--- src/rtl/rxf_pkg.sv ---
// Package: shared register-select encoding and threshold decode tables for
// the receive queue. Assumes the flag and acceptance codes are the widths
// fixed by the control register layout (2 and 3 bits).
package rxf_pkg;

    typedef enum logic [1:0] {
        SEL_DATA = 2'd0,
        SEL_CTRL = 2'd1,
        SEL_STAT = 2'd2,
        SEL_LINE = 2'd3
    } reg_sel_e;

    localparam int TRIG_LSB = 6;
    localparam int ACC_LSB  = 8;
    localparam logic [15:0] STAT_FIXED = 16'h0060;

    // Flag level selected by the 2-bit trigger code.
    function automatic int trig_level(input logic [1:0] code);
        case (code)
            2'd0:    return 1;
            2'd1:    return 4;
            2'd2:    return 8;
            default: return 14;
        endcase
    endfunction

    // Acceptance level selected by the 3-bit flow-control code.
    function automatic int acc_level(input logic [2:0] code);
        if (code == 3'd0) return 15;
        if (code == 3'd1) return 1;
        return 2 * int'(code);
    endfunction

endpackage

--- src/rtl/rxf_store.sv ---
// Module: circular byte store with separate read and write pointers and a
// fill counter. Pushes into a full store are dropped and reported on
// ovf_evt. Pops from an empty store are ignored. Assumes DEPTH is a power of two.
module rxf_store #(
    parameter int DEPTH = 16,
    parameter int DW    = 8,
    localparam int AW   = $clog2(DEPTH),
    localparam int CW   = $clog2(DEPTH + 1)
) (
    input  logic          clk,
    input  logic          rst_n,
    input  logic          push,
    input  logic [DW-1:0] push_data,
    input  logic          pop,
    output logic [DW-1:0] head_data,
    output logic [CW-1:0] fill,
    output logic          ovf_evt
);

    localparam logic [CW-1:0] DEPTH_C = CW'(DEPTH);

    logic [DW-1:0] mem [DEPTH];
    logic [AW-1:0] wr_ptr, rd_ptr;
    logic          full, empty, push_ok, pop_ok;

    assign full    = (fill == DEPTH_C);
    assign empty   = (fill == '0);
    assign push_ok = push && !full;
    assign pop_ok  = pop && !empty;
    assign ovf_evt = push && full;
    assign head_data = mem[rd_ptr];

    // Storage write: place an accepted byte at the write pointer.
    always_ff @(posedge clk) begin
        if (push_ok) mem[wr_ptr] <= push_data;
    end

    // Pointer and count update; a push and a pop together leave the count alone.
    always_ff @(posedge clk) begin
        if (!rst_n) begin
            wr_ptr <= '0;
            rd_ptr <= '0;
            fill   <= '0;
        end else begin
            if (push_ok) wr_ptr <= wr_ptr + 1'b1;
            if (pop_ok)  rd_ptr <= rd_ptr + 1'b1;
            case ({push_ok, pop_ok})
                2'b10:   fill <= fill + 1'b1;
                2'b01:   fill <= fill - 1'b1;
                default: fill <= fill;
            endcase
        end
    end

endmodule

--- src/rtl/rxf_flags.sv ---
// Module: decodes the programmed levels and derives the full, data-ready
// and accept indications from the present fill count. Purely combinational,
// so the flags follow every count change in the same cycle.
module rxf_flags #(
    parameter int CW = 5
) (
    input  logic [CW-1:0] fill,
    input  logic [1:0]    trig_code,
    input  logic [2:0]    acc_code,
    output logic          rdf,
    output logic          dr,
    output logic          accept
);
    import rxf_pkg::*;

    logic [CW-1:0] trig_thr, acc_thr;

    // Threshold decode and flag derivation.
    always_comb begin
        trig_thr = CW'(trig_level(trig_code));
        acc_thr  = CW'(acc_level(acc_code));
        rdf      = (fill >= trig_thr);
        dr       = !rdf && (fill != '0);
        accept   = (fill < acc_thr);
    end

endmodule

--- src/rtl/rxf_regs.sv ---
// Module: host register file. Holds the control fields and the sticky
// overrun bit, multiplexes read data and issues queue pops. Assumes read
// and write strobes are not asserted together.
module rxf_regs #(
    parameter int DW = 8
) (
    input  logic          clk,
    input  logic          rst_n,
    input  logic [1:0]    reg_sel,
    input  logic          reg_wr,
    input  logic          reg_rd,
    input  logic [15:0]   reg_wdata,
    input  logic [DW-1:0] head_data,
    input  logic          rdf,
    input  logic          dr,
    input  logic          ovf_evt,
    output logic [15:0]   reg_rdata,
    output logic [1:0]    trig_code,
    output logic [2:0]    acc_code,
    output logic          fifo_pop,
    output logic          ovr_flag
);
    import rxf_pkg::*;

    reg_sel_e sel;
    assign sel      = reg_sel_e'(reg_sel);
    assign fifo_pop = reg_rd && (sel == SEL_DATA);

    // Control register: keep only the trigger and acceptance fields.
    always_ff @(posedge clk) begin
        if (!rst_n) begin
            trig_code <= '0;
            acc_code  <= '0;
        end else if (reg_wr && sel == SEL_CTRL) begin
            trig_code <= reg_wdata[TRIG_LSB +: 2];
            acc_code  <= reg_wdata[ACC_LSB +: 3];
        end
    end

    // Overrun bit: set by a dropped byte, cleared by a host read; set wins.
    always_ff @(posedge clk) begin
        if (!rst_n)                          ovr_flag <= 1'b0;
        else if (ovf_evt)                    ovr_flag <= 1'b1;
        else if (reg_rd && sel == SEL_LINE)  ovr_flag <= 1'b0;
    end

    // Read data multiplexer.
    always_comb begin
        reg_rdata = '0;
        case (sel)
            SEL_DATA: reg_rdata[DW-1:0] = head_data;
            SEL_CTRL: begin
                reg_rdata[TRIG_LSB +: 2] = trig_code;
                reg_rdata[ACC_LSB +: 3]  = acc_code;
            end
            SEL_STAT: reg_rdata = STAT_FIXED | {14'd0, rdf, dr};
            SEL_LINE: reg_rdata[0] = ovr_flag;
            default:  reg_rdata = '0;
        endcase
    end

endmodule

--- src/rtl/rx_fifo_trigger.sv ---
// Module: top of the receive queue. Joins the byte store, the flag logic
// and the host register file. Assumes the engine presents at most one
// byte per cycle and may ignore rx_accept (overruns are then recorded).
module rx_fifo_trigger #(
    parameter int DEPTH = 16,
    parameter int DW    = 8,
    localparam int CW   = $clog2(DEPTH + 1)
) (
    input  logic          clk,
    input  logic          rst_n,
    input  logic          rx_valid,
    input  logic [DW-1:0] rx_byte,
    output logic          rx_accept,
    input  logic [1:0]    reg_sel,
    input  logic          reg_wr,
    input  logic          reg_rd,
    input  logic [15:0]   reg_wdata,
    output logic [15:0]   reg_rdata
);

    logic [DW-1:0] head_data;
    logic [CW-1:0] fill;
    logic          ovf_evt, fifo_pop, rdf, dr, ovr_flag;
    logic [1:0]    trig_code;
    logic [2:0]    acc_code;

    rxf_store #(.DEPTH(DEPTH), .DW(DW)) u_store (
        .clk(clk), .rst_n(rst_n), .push(rx_valid), .push_data(rx_byte),
        .pop(fifo_pop), .head_data(head_data), .fill(fill), .ovf_evt(ovf_evt)
    );

    rxf_flags #(.CW(CW)) u_flags (
        .fill(fill), .trig_code(trig_code), .acc_code(acc_code),
        .rdf(rdf), .dr(dr), .accept(rx_accept)
    );

    rxf_regs #(.DW(DW)) u_regs (
        .clk(clk), .rst_n(rst_n), .reg_sel(reg_sel), .reg_wr(reg_wr),
        .reg_rd(reg_rd), .reg_wdata(reg_wdata), .head_data(head_data),
        .rdf(rdf), .dr(dr), .ovf_evt(ovf_evt), .reg_rdata(reg_rdata),
        .trig_code(trig_code), .acc_code(acc_code), .fifo_pop(fifo_pop),
        .ovr_flag(ovr_flag)
    );

endmodule

--- config.mk ---
export PLATFORM = sky130hd
export DESIGN_NAME = rx_fifo_trigger
export DESIGN_NICKNAME = d
export VERILOG_FILES = /design/src/rtl/rxf_pkg.sv /design/src/rtl/rxf_store.sv /design/src/rtl/rxf_flags.sv /design/src/rtl/rxf_regs.sv /design/src/rtl/rx_fifo_trigger.sv
export SDC_FILE = /design/constraint.sdc
export NUM_CORES = 1
export LEC_CHECK = 0
export BUFFER_PORTS_ARGS = -buffer_cell sky130_fd_sc_hd__buf_4
export CORE_ASPECT_RATIO = 0.6
export CORE_MARGIN = 4
export CORE_UTILIZATION = 62
export CTS_BUF_LIST = sky130_fd_sc_hd__clkbuf_2
export DETAILED_ROUTE_END_ITERATION = 10
export GPL_TIMING_DRIVEN = 0
export PLACE_DENSITY = 0.91
export SLEW_MARGIN = 10
export SYNTH_ARGS = -nofsm -noshare
export SYNTH_HDL_FRONTEND = slang
export SYNTH_HIERARCHICAL = 1
export SYNTH_SLANG_ARGS = --single-unit
--- constraint.sdc ---
create_clock -name clk -period 3.65 [get_ports clk]
set_clock_uncertainty 0.15 [all_clocks]
set_input_delay 1.095 -clock clk [delete_from_list [all_inputs] [get_ports clk]]
set_output_delay 1.095 -clock clk [all_outputs]
set_load 0.01 [all_outputs]
==> flow_summary.toml <==
[pwr]
power.internal_uw = 2550
switchingPower_uw = 818
irDropWorstVdd_mv = 0.284
seqPwrFrac = 0.573
power.density_nw_per_um2 = 448
power.share.combinational = 0.132
clkPwrFrac = 0.296
p_sw_frac = 0.243
leakage_uw = 0.00264

[floorplanning]
die_x_um = 141
rows = 28
pin_count = 48
die_y_um = 87.7
die_area_um2 = 12400
initial_core_util = 0.651
coreArea_um2 = 10100

[min_path]
min_to = "u_regs/trig_code[1]"
worstHoldStart = "u_regs/trig_code[1]"
hp-class = "flop to flop"
whs_path_depth = 2

[synth]
synth_ff_type = "edfxtp_1"
synth_area_um2 = 6570
yosys.area.top_type = "edfxtp_1"
seq_area_frac_synth = 0.656
synthCells = 416
ys_ff_latch = 151
synth.distinct_cells = 56
synth_top_area_frac = 0.585
ys_async_sr_fraction = 0
synth_area_leaders = "edfxtp_1 (59%), mux4_2 (11%), dfxtp_1 (7.0%)"
ys_warn_count = 6
syn_area_per_cell_um2 = 15.8
synth-edff-count = 128

[sta]
final.min_clock_period_ns = 3.78
worst_hold_slack_ns = 0.373
setup_viol = 8
fin_crit_sh = 1.04
tightest_slew_ns = 1.22
slew_viol_final = 0
setup_tns_ns = -0.618
fin_ws_ns = -0.133
final_hold_viol_count = 0
relSlewSlack = 0.178
fmax_mhz = 264
rsz0062_at_grt = "yes"

[drt]
drt_wl_total_mm = 15.3
ant_nets = 0
drtIter0Drc = 437
drc = 0
firstDrtPassIters = 5
wire_per_inst_um = 24.5
via_per_inst = 6.43
via_count = 4005

[job]
cap_violations = 0

[grt]
grt_max_degree = 17
track_usage = 0.249
grt_overflow = 0
grt_pass1_vias = 3903
antenna_found_initial = 0
grt.met2_usage = 0.387
met3_usage = 0.0595
met1_usage = 0.356
grt_pass1_wl_mm = 22.1
top_usage_layer = "met2"

[final_layout]
fill_cells = 592
fin_nets = 521
final_cell_mix = "edfxtp_1 (128), buf_4 (36), mux4_2 (32)"
multi_input_area_um2 = 2170
ff_latch_area_um2 = 4320
final_common_cell = "edfxtp_1"
drive_above_1_share = 0.305
antenna_cells = 0
area_delta_synth_final_pct = 14.5

[critical_path]
start_kind = "flop"
timing.rr.end = "u_store/fill[4]"
critPathCaptureType = "primary output"
r2r_start = "u_store/fill[0]"
max_stage_delay_ns = 0.41
arrival_ns = 2.54
setup.worst_path.class = "flop to primary output"
rrSetupSlack_ns = 0.41
crit_path_max_fanout = 4
crit_required_ns = 2.40
cp_slowest_cell = "dfxtp_4"
cp_cell_sequence = "inv_1, ha_1, or2_1, a2111oi_4, nor3_2, a21oi_2, mux2_1, a22o_1, buf_6"
r2r_cells = 11

[run_status]
outcome = "finished with violations"
violations = "negative setup slack"

[placed_design]
place.gp.congestion = 0.846
dp_hpwl_mm = 9.88
io_buffers = 29

[cts]
cts-root-buf = "clkbuf_2"
cts_buffer_depth = 2
cts_htree_levels = 4
clk_latency_ns = 0.66
cts.reportedPaths.clkPinSlew_ns = 0.22
cts-hold-fix-buffers = 0
cts_buffers = 17
cts_tree = "built"
cts.sink_count = 151
[sequential cells by signal, indices dropped and copies added, names as in the netlist, named ones only]
register / count
u_store/rd_ptr: 4
u_regs/ovr_flag: 1
u_regs/acc_code: 3
u_store/fill: 5
u_store/mem: 128
u_store/wr_ptr: 4
u_regs/trig_code: 2
[per-layer routing]
layer	wire length [um]	part of all wire
met1	6560	0.43
met2	7090	0.46
met3	1350	0.089
met4	266	0.017
met5	0	0
[worst max path at each step]
stage / startpoint / end / depth (start not counted)
floorplan: reg_sel[1] / u_store/fill[4] / 13
global placement: reg_sel[1] / u_store/fill[4] / 13
detailed placement: reg_sel[1] / u_store/fill[4] / 12
CTS: flop / reg_rdata[0] / 7
global route: u_regs/trig_code[0] / reg_rdata[0] / 9
finish: u_regs/trig_code[0] / reg_rdata[0] / 9
[synth_stat cells (2+ instances only)]
| master | n |
|---|---|
| nor4_1 | 2 |
| xnor2_1 | 6 |
| a22oi_1 | 16 |
| buf_1 | 2 |
| nand3_1 | 5 |
| nor2b_1 | 9 |
| inv_1 | 10 |
| buf_6 | 4 |
| a21oi_1 | 3 |
| nand2b_1 | 4 |
| o2111ai_1 | 2 |
| and3_1 | 2 |
| edfxtp_1 | 128 |
| mux2i_1 | 11 |
| nand3b_1 | 2 |
| nand4_1 | 3 |
| o21ai_0 | 2 |
| buf_4 | 5 |
| nor3_1 | 10 |
| nand2_1 | 26 |
| dfxtp_1 | 23 |
| nor2_1 | 28 |
| buf_2 | 6 |
| and2_1 | 15 |
| o21a_1 | 4 |
| mux4_2 | 32 |
| clkbuf_1 | 12 |
| nand4b_1 | 2 |
| ha_1 | 15 |
[critical path: cells and delay by family (launching register included)]
kind            cells  cell delay, ns
flops               1            0.41
mux                 1            0.14
simple gates        2            0.36
buf+inv             2            0.16
compound gates      3            0.59
fa+ha+maj           1            0.21
[power by group through the flow]
stage / registers [uW] / logic [uW] / clock network (uW)
after global placement: 1970 / 346 / 0
after global routing: 1930 / 470 / 1100
after detailed placement: 1970 / 367 / 0
after floorplan: 1960 / 248 / 0
final: 1930 / 443 / 995
after CTS: 1930 / 397 / 1000
[per-stage QoR]
step	total power (uW)	setup slack (ns)	cell area (um2)	std cells	utilization
2_1_floorplan	2210	0.363	6580	420	-
3_3_place_gp	2310	-0.0610	6970	584	0.690
3_5_place_dp	2340	-0.160	6970	584	0.690
4_1_cts	3330	-0.174	7350	619	0.728
5_1_grt	3500	-0.309	7520	623	0.745
6_report	3370	-0.133	7520	623	0.745
[cells by family after synthesis]
family          share of synthesized area
flops                               0.656
mux                                 0.128
fa+ha+maj                          0.0286
compound gates                     0.0551
other cells                      0.000571
simple gates                       0.0917
buf+inv                            0.0309
xor+xnor                          0.00934
[layout make-up]
cell class	instances	area share
sequential	151	0.574
multi-input combinational	230	0.289
timing repair buffer	36	0.0439
buffer	29	0.0315
tap	135	0.0225
clock inverter	13	0.0215
clock buffer	19	0.0126
inverter	10	0.00499
[what timing repair did]
item                       CTS  global route
setup endpoints to repair    8             8
cloned                       0             3
pin swaps                    2             7
resized for setup           33            16
buffers inserted             3             1
Power figures use the tool's default switching activity.
